[config.mk]
export PLATFORM = sky130hd
export DESIGN_NAME = trap_cond_unit
export DESIGN_NICKNAME = d
export VERILOG_FILES = /design/src/rtl/trap_cmp_pkg.sv /design/src/rtl/trap_operand_ext.sv /design/src/rtl/trap_comparator.sv /design/src/rtl/trap_mask_match.sv /design/src/rtl/trap_cond_unit.sv
export SDC_FILE = /design/constraint.sdc
export NUM_CORES = 1
export LEC_CHECK = 0
export ABC_AREA = 1
export CAP_MARGIN = 20
export CORE_MARGIN = 3
export CORE_UTILIZATION = 45
export DETAILED_ROUTE_END_ITERATION = 10
export DONT_BUFFER_PORTS = 1
export SYNTH_ARGS = -nofsm -noshare
export SYNTH_HDL_FRONTEND = slang
export SYNTH_SLANG_ARGS = --single-unit
[constraint.sdc]
create_clock -name vclk -period 4.4
set_clock_uncertainty 0.05 [all_clocks]
set_input_delay 0.66 -clock vclk [all_inputs]
set_output_delay 0.66 -clock vclk [all_outputs]
set_load 0.1 [all_outputs]
[src/rtl/trap_cmp_pkg.sv]
// Shared sizes and the flag layout for the conditional trap compare unit.
// Assumes the flag order is fixed: a neighbour decodes it by bit position.
package trap_cmp_pkg;
    localparam int DATA_W  = 64;
    localparam int HALF_W  = DATA_W / 2;
    localparam int INSN_W  = 32;
    localparam int NCOND   = 5;
    localparam int COND_LSB = 21;
    localparam int EXC_W   = 8;

    // Packed MSB first, so s_lt is bit 4 and u_gt is bit 0.
    typedef struct packed {
        logic s_lt;
        logic s_gt;
        logic eq;
        logic u_lt;
        logic u_gt;
    } cmp_flags_t;
endpackage

[src/rtl/trap_operand_ext.sv]
// Builds the signed and unsigned views of one operand.
// Assumes DATA_W is twice HALF_W; narrow mode uses only the low half.
module trap_operand_ext #(
    parameter int DATA_W = 64,
    parameter int HALF_W = 32
) (
    input  logic [DATA_W-1:0] raw,
    input  logic              narrow,
    output logic [DATA_W-1:0] sgn_view,
    output logic [DATA_W-1:0] uns_view
);
    localparam int UPPER_W = DATA_W - HALF_W;

    // Select the extension for each view from the mode flag.
    always_comb begin
        if (narrow) begin
            sgn_view = {{UPPER_W{raw[HALF_W-1]}}, raw[HALF_W-1:0]};
            uns_view = {{UPPER_W{1'b0}}, raw[HALF_W-1:0]};
        end else begin
            sgn_view = raw;
            uns_view = raw;
        end
    end

    // The two views share their low half in both modes.
    always_comb begin
        a_r2_low_half_shared: assert (sgn_view[HALF_W-1:0] == uns_view[HALF_W-1:0])
            else $error("views disagree in low half");
    end
endmodule

[src/rtl/trap_comparator.sv]
// Produces the five ordered compare flags from prepared operand views.
// Assumes the views are already extended for the current mode.
module trap_comparator #(
    parameter int DATA_W = 64
) (
    input  logic [DATA_W-1:0]       sa,
    input  logic [DATA_W-1:0]       sb,
    input  logic [DATA_W-1:0]       ua,
    input  logic [DATA_W-1:0]       ub,
    output trap_cmp_pkg::cmp_flags_t flags
);
    // Evaluate signed, unsigned and equality relations in parallel.
    always_comb begin
        flags.s_lt = $signed(sa) < $signed(sb);
        flags.s_gt = $signed(sa) > $signed(sb);
        flags.eq   = ua == ub;
        flags.u_lt = ua < ub;
        flags.u_gt = ua > ub;
    end

    // Trichotomy must hold in both views.
    always_comb begin
        a_r9_signed_trichotomy: assert ($onehot({flags.s_lt, flags.s_gt, flags.eq}))
            else $error("signed relations not exclusive");
        a_r9_unsigned_trichotomy: assert ($onehot({flags.u_lt, flags.u_gt, flags.eq}))
            else $error("unsigned relations not exclusive");
    end
endmodule

[src/rtl/trap_mask_match.sv]
// Matches the flag vector against the instruction mask and folds in the
// exception override. Assumes mask bit k selects flag bit k.
module trap_mask_match #(
    parameter int NCOND = 5,
    parameter int EXC_W = 8
) (
    input  logic [NCOND-1:0] flag_vec,
    input  logic [NCOND-1:0] cond_mask,
    input  logic [EXC_W-1:0] exc_vec,
    output logic             fire
);
    logic [NCOND-1:0] hit;

    // Per-condition enable, one gate per flag.
    for (genvar k = 0; k < NCOND; k++) begin : g_hit
        assign hit[k] = flag_vec[k] & cond_mask[k];
    end

    // Trap decision: any enabled hit or any pending exception.
    always_comb begin
        fire = (|hit) | (|exc_vec);
    end

    always_comb begin
        a_r6_exc_forces: assert (!(|exc_vec) || fire)
            else $error("pending exception did not fire");
        a_r7_quiet_when_idle: assert ((|cond_mask) || (|exc_vec) || !fire)
            else $error("fired with zero mask and no exception");
    end
endmodule

[src/rtl/trap_cond_unit.sv]
// Top of the conditional trap compare unit: extends operands, compares,
// and matches the mask field of the instruction. Purely combinational.
module trap_cond_unit #(
    parameter int DATA_W   = trap_cmp_pkg::DATA_W,
    parameter int INSN_W   = trap_cmp_pkg::INSN_W,
    parameter int COND_LSB = trap_cmp_pkg::COND_LSB,
    parameter int EXC_W    = trap_cmp_pkg::EXC_W
) (
    input  logic [INSN_W-1:0] insn_word,
    input  logic [DATA_W-1:0] opnd_a,
    input  logic [DATA_W-1:0] opnd_b,
    input  logic              narrow_mode,
    input  logic [EXC_W-1:0]  exc_pending,
    output logic [4:0]        cmp_flags,
    output logic              trap_fire
);
    localparam int HALF_W = DATA_W / 2;
    localparam int NCOND  = trap_cmp_pkg::NCOND;
    localparam logic [INSN_W-1:0] FIELD_SEL = {{(INSN_W-NCOND){1'b0}}, {NCOND{1'b1}}} << COND_LSB;

    logic [DATA_W-1:0] sgn_v [2];
    logic [DATA_W-1:0] uns_v [2];
    logic [DATA_W-1:0] raw_v [2];
    logic [NCOND-1:0]  cond_mask;
    logic              unused_insn_bits;
    trap_cmp_pkg::cmp_flags_t flags;

    assign raw_v[0] = opnd_a;
    assign raw_v[1] = opnd_b;

    // One extender per operand.
    for (genvar i = 0; i < 2; i++) begin : g_ext
        trap_operand_ext #(.DATA_W(DATA_W), .HALF_W(HALF_W)) u_ext (
            .raw      (raw_v[i]),
            .narrow   (narrow_mode),
            .sgn_view (sgn_v[i]),
            .uns_view (uns_v[i])
        );
    end

    trap_comparator #(.DATA_W(DATA_W)) u_cmp (
        .sa    (sgn_v[0]),
        .sb    (sgn_v[1]),
        .ua    (uns_v[0]),
        .ub    (uns_v[1]),
        .flags (flags)
    );

    // Condition mask field extraction.
    assign cond_mask        = insn_word[COND_LSB +: NCOND];
    assign unused_insn_bits = ^(insn_word & ~FIELD_SEL);

    trap_mask_match #(.NCOND(NCOND), .EXC_W(EXC_W)) u_match (
        .flag_vec  (flags),
        .cond_mask (cond_mask),
        .exc_vec   (exc_pending),
        .fire      (trap_fire)
    );

    assign cmp_flags = flags;

    // Port-level relations between the compare result and the decision.
    always_comb begin
        a_r8_full_mask_fires: assert (!(&cond_mask) || trap_fire)
            else $error("full mask did not fire");
        a_r5_fire_has_cause: assert (!trap_fire || (|exc_pending) || (|(cmp_flags & cond_mask)))
            else $error("fire without cause");
        a_r2_narrow_equal_low: assert (!(narrow_mode && opnd_a[HALF_W-1:0] == opnd_b[HALF_W-1:0]) || cmp_flags[2])
            else $error("narrow equality missed");
    end
endmodule

==> results by group <==
STA
  – Final WS setup: 655 ps
  – # setup viols final: 0
  – Normalized max-slew margin: 0.696
  – Fin. Hold Viols: 0
  – Period Utilization, post-route: 0.851
  – Achievable Freq: 267 MHz
  – Worst-margin pin slew: 455 ps
  – Unrepaired setup endpoints after global routing: no
  – Fin crit period: 3740 ps
  – Slew Limit Fails: 0

Critical path
  – Required @ worst endpoint: 3690 ps
  – CP max FO: 67
  – Critical Path Sink Type: output port
  – Critical path cell sequence: inv_2, buf_4, a21oi_1, ha_1, nand2_1, nor2_1, nand4_1, nor3_4, nand2_1, nand3_1, nand2_2, nand2_1, nand3_2, buf_12
  – Crit-path slowest cell: inv_2
  – Crit path largest cell delay: 330 ps
  – Crit path top cell by count: nand2_1
  – Critical Path AT: 3030 ps
  – WS Path Type: primary input to output port
  – CP Launch Type: primary input

Job
  – # Max-Cap Violations: 0

Cells and area
  – Seq_cells: 0
  – Layout cell share with drive strength beyond 1: 0.0493
  – FF+latch area: 0 sq um
  – Layout net count: 815
  – Fillers: 776
  – CLK BUF: 0
  – Layout Utilization: 0.493
  – Ant diodes: 0
  – Layout area overhead: 5.65%
  – Fin cells: 644

Yosys
  – Largest family of logic cells by synthesized area: adder cells
  – Largest cells by area after synthesis: ha_1, nand2_1, a21oi_1
  – Synth cell count leaders: nand2_1, ha_1, inv_1
  – Syn nets: 819
  – Mux contribution to synthesized area: 0
  – Syn Area/Cell: 5.76 sq um
  – Fraction of the mapped netlist area in adder cells: 0.376
  – Synth top area share: 0.376
  – Top-count cell post-synth: nand2_1
  – Fraction of the yosys area taken by sequential cells: 0
  – Cell variety after synth: 23
  – Yosys warning count: 0
  – Simple-Gate Fraction of Synth Area: 0.279
  – Synth Area in Compound Gates: 0.214
  – Yosys top cell by area: ha_1
  – Post-Syn Area: 3190 sq um
  – Post-Synthesis Cells: 554
  – Synth Area in XOR/XNOR: 0

Drt
  – Total number of vias: 3374
  – DRT iter0 DRCs: 76
  – Via density per instance: 5.24
  – DRC viols: 0
  – Final WL: 7.93 mm
  – Wire per inst: 12.3 microns
  – DRT antenna net count: 0
  – Pre-Repair DR Iteration Count: 4

Outcome
  – Status: completed

Global route
  – Number of global-route vias before repair: 3309
  – First-pass GRT wire length: 13.6 mm
  – Total GRT Usage: 0.190
  – Initial antenna violation count: 0
  – Largest net degree at the start of global routing: 68
  – Grt total ovfl: 0

Floorplan
  – Row cnt: 30
  – Die Ht: 90.2 microns
  – Core area: 6830 sq um
  – Die area: 8140 sq um
  – Die X: 90.2 microns
  – Initial core utilization: 0.467
  – I/O Pins: 175

CTS
  – Cts hold-fix bufs: 0
  – CTS resizes: 0
  – Post-CTS Setup Inserts: 0

Placement
  – Final Wtd Congestion: 0.887
  – Post-placement cell count: 644
  – Number of port buffers: 0
  – Dpl ws: 626 ps
  – DPL Wire Length: 7.04 mm

Worst hold path
  – Hold path depth: 3
  – Worst min-delay path class: primary input to output port
  – Hold_sp: insn_word[25]
  – Hold Path End: trap_fire

Power
  – Pwr/cell area: 116 nW/um^2
  – Tot Pwr: 392 uW
  – Leak: 1.98 nW
  – Max VDD drop: 0.104 mV
-- cells in the final DEF, fill, tap and decap left out --
master / count
nand2_1: 132
ha_1: 96
inv_1: 87
a21oi_1: 77
nor2_1: 57
o21ai_0: 38
buf_4: 11
nand4_1: 9
nand3_1: 6
o21ai_1: 5
o21a_1: 5
inv_2: 4
nand2_2: 3
a21o_1: 2
nor3_2: 2
nor3_1: 2
o21bai_1: 2
a21oi_2: 2
nor4_1: 2
buf_12: 2
nor4_2: 1
nor3_4: 1
clkinv_1: 1
nand3_2: 1
-- stage by stage --
stage | area [sq um] | hold slack, ps | TNS [ps]
floorplan | 3200 | 1690 | -60.1
global placement | 3370 | 1580 | 0
detailed placement | 3370 | 1600 | 0
CTS | 3370 | 1610 | 0
global route | 3370 | 1620 | 0
finish | 3370 | 1600 | 0
-- cell families after synthesis --
family                   after synthesis
AND/OR/NAND/NOR                      216
AO/OA/AOI/OAI                        131
buffers and inverters                111
adder cells (fa/ha/maj)               96
-- routing by layer --
| metal | part of all wire | global-route usage |
|---|---|---|
| met1 | 0.44 | 0.222 |
| met2 | 0.49 | 0.366 |
| met3 | 0.063 | 0.0368 |
| met4 | 0.0072 | 0.0179 |
| met5 | 0 | 0 |
-- where the power goes --
part	leakage, nW	switching (mW)	internal, mW
sequential	0	0	0
clock	0	0	0
combinational	1.98	0.244	0.147
total	1.98	0.244	0.147
-- worst max-delay path, delay by kind of cell --
| kind | cells | cell delay [ps] |
|---|---|---|
| adders and majority gates | 1 | 290 |
| and+or+nand+nor | 9 | 1170 |
| buffers and inverters | 3 | 800 |
| AOI/OAI and AO/OA | 1 | 90 |
-- layout make-up --
cell class / instances / area, sq um / share of cell area
multi-input combinational: 443 / 2780 / 0.826
timing repair buffer: 13 / 123 / 0.0364
inverter: 92 / 345 / 0.102
tap: 96 / 120 / 0.0356
-- how the worst max path moves through the flow --
| stage | from | endpoint | slack (ps) | depth (start not counted) |
|---|---|---|---|---|
| 2_1_floorplan | narrow_mode | cmp_flags[3] | -60 | 13 |
| 3_3_place_gp | narrow_mode | cmp_flags[3] | 680 | 13 |
| 3_5_place_dp | narrow_mode | trap_fire | 630 | 14 |
| 4_1_cts | narrow_mode | trap_fire | 620 | 14 |
| 5_1_grt | narrow_mode | trap_fire | 380 | 14 |
| 6_report | narrow_mode | trap_fire | 660 | 14 |
Note: power is estimated with default switching activity, not from simulation.
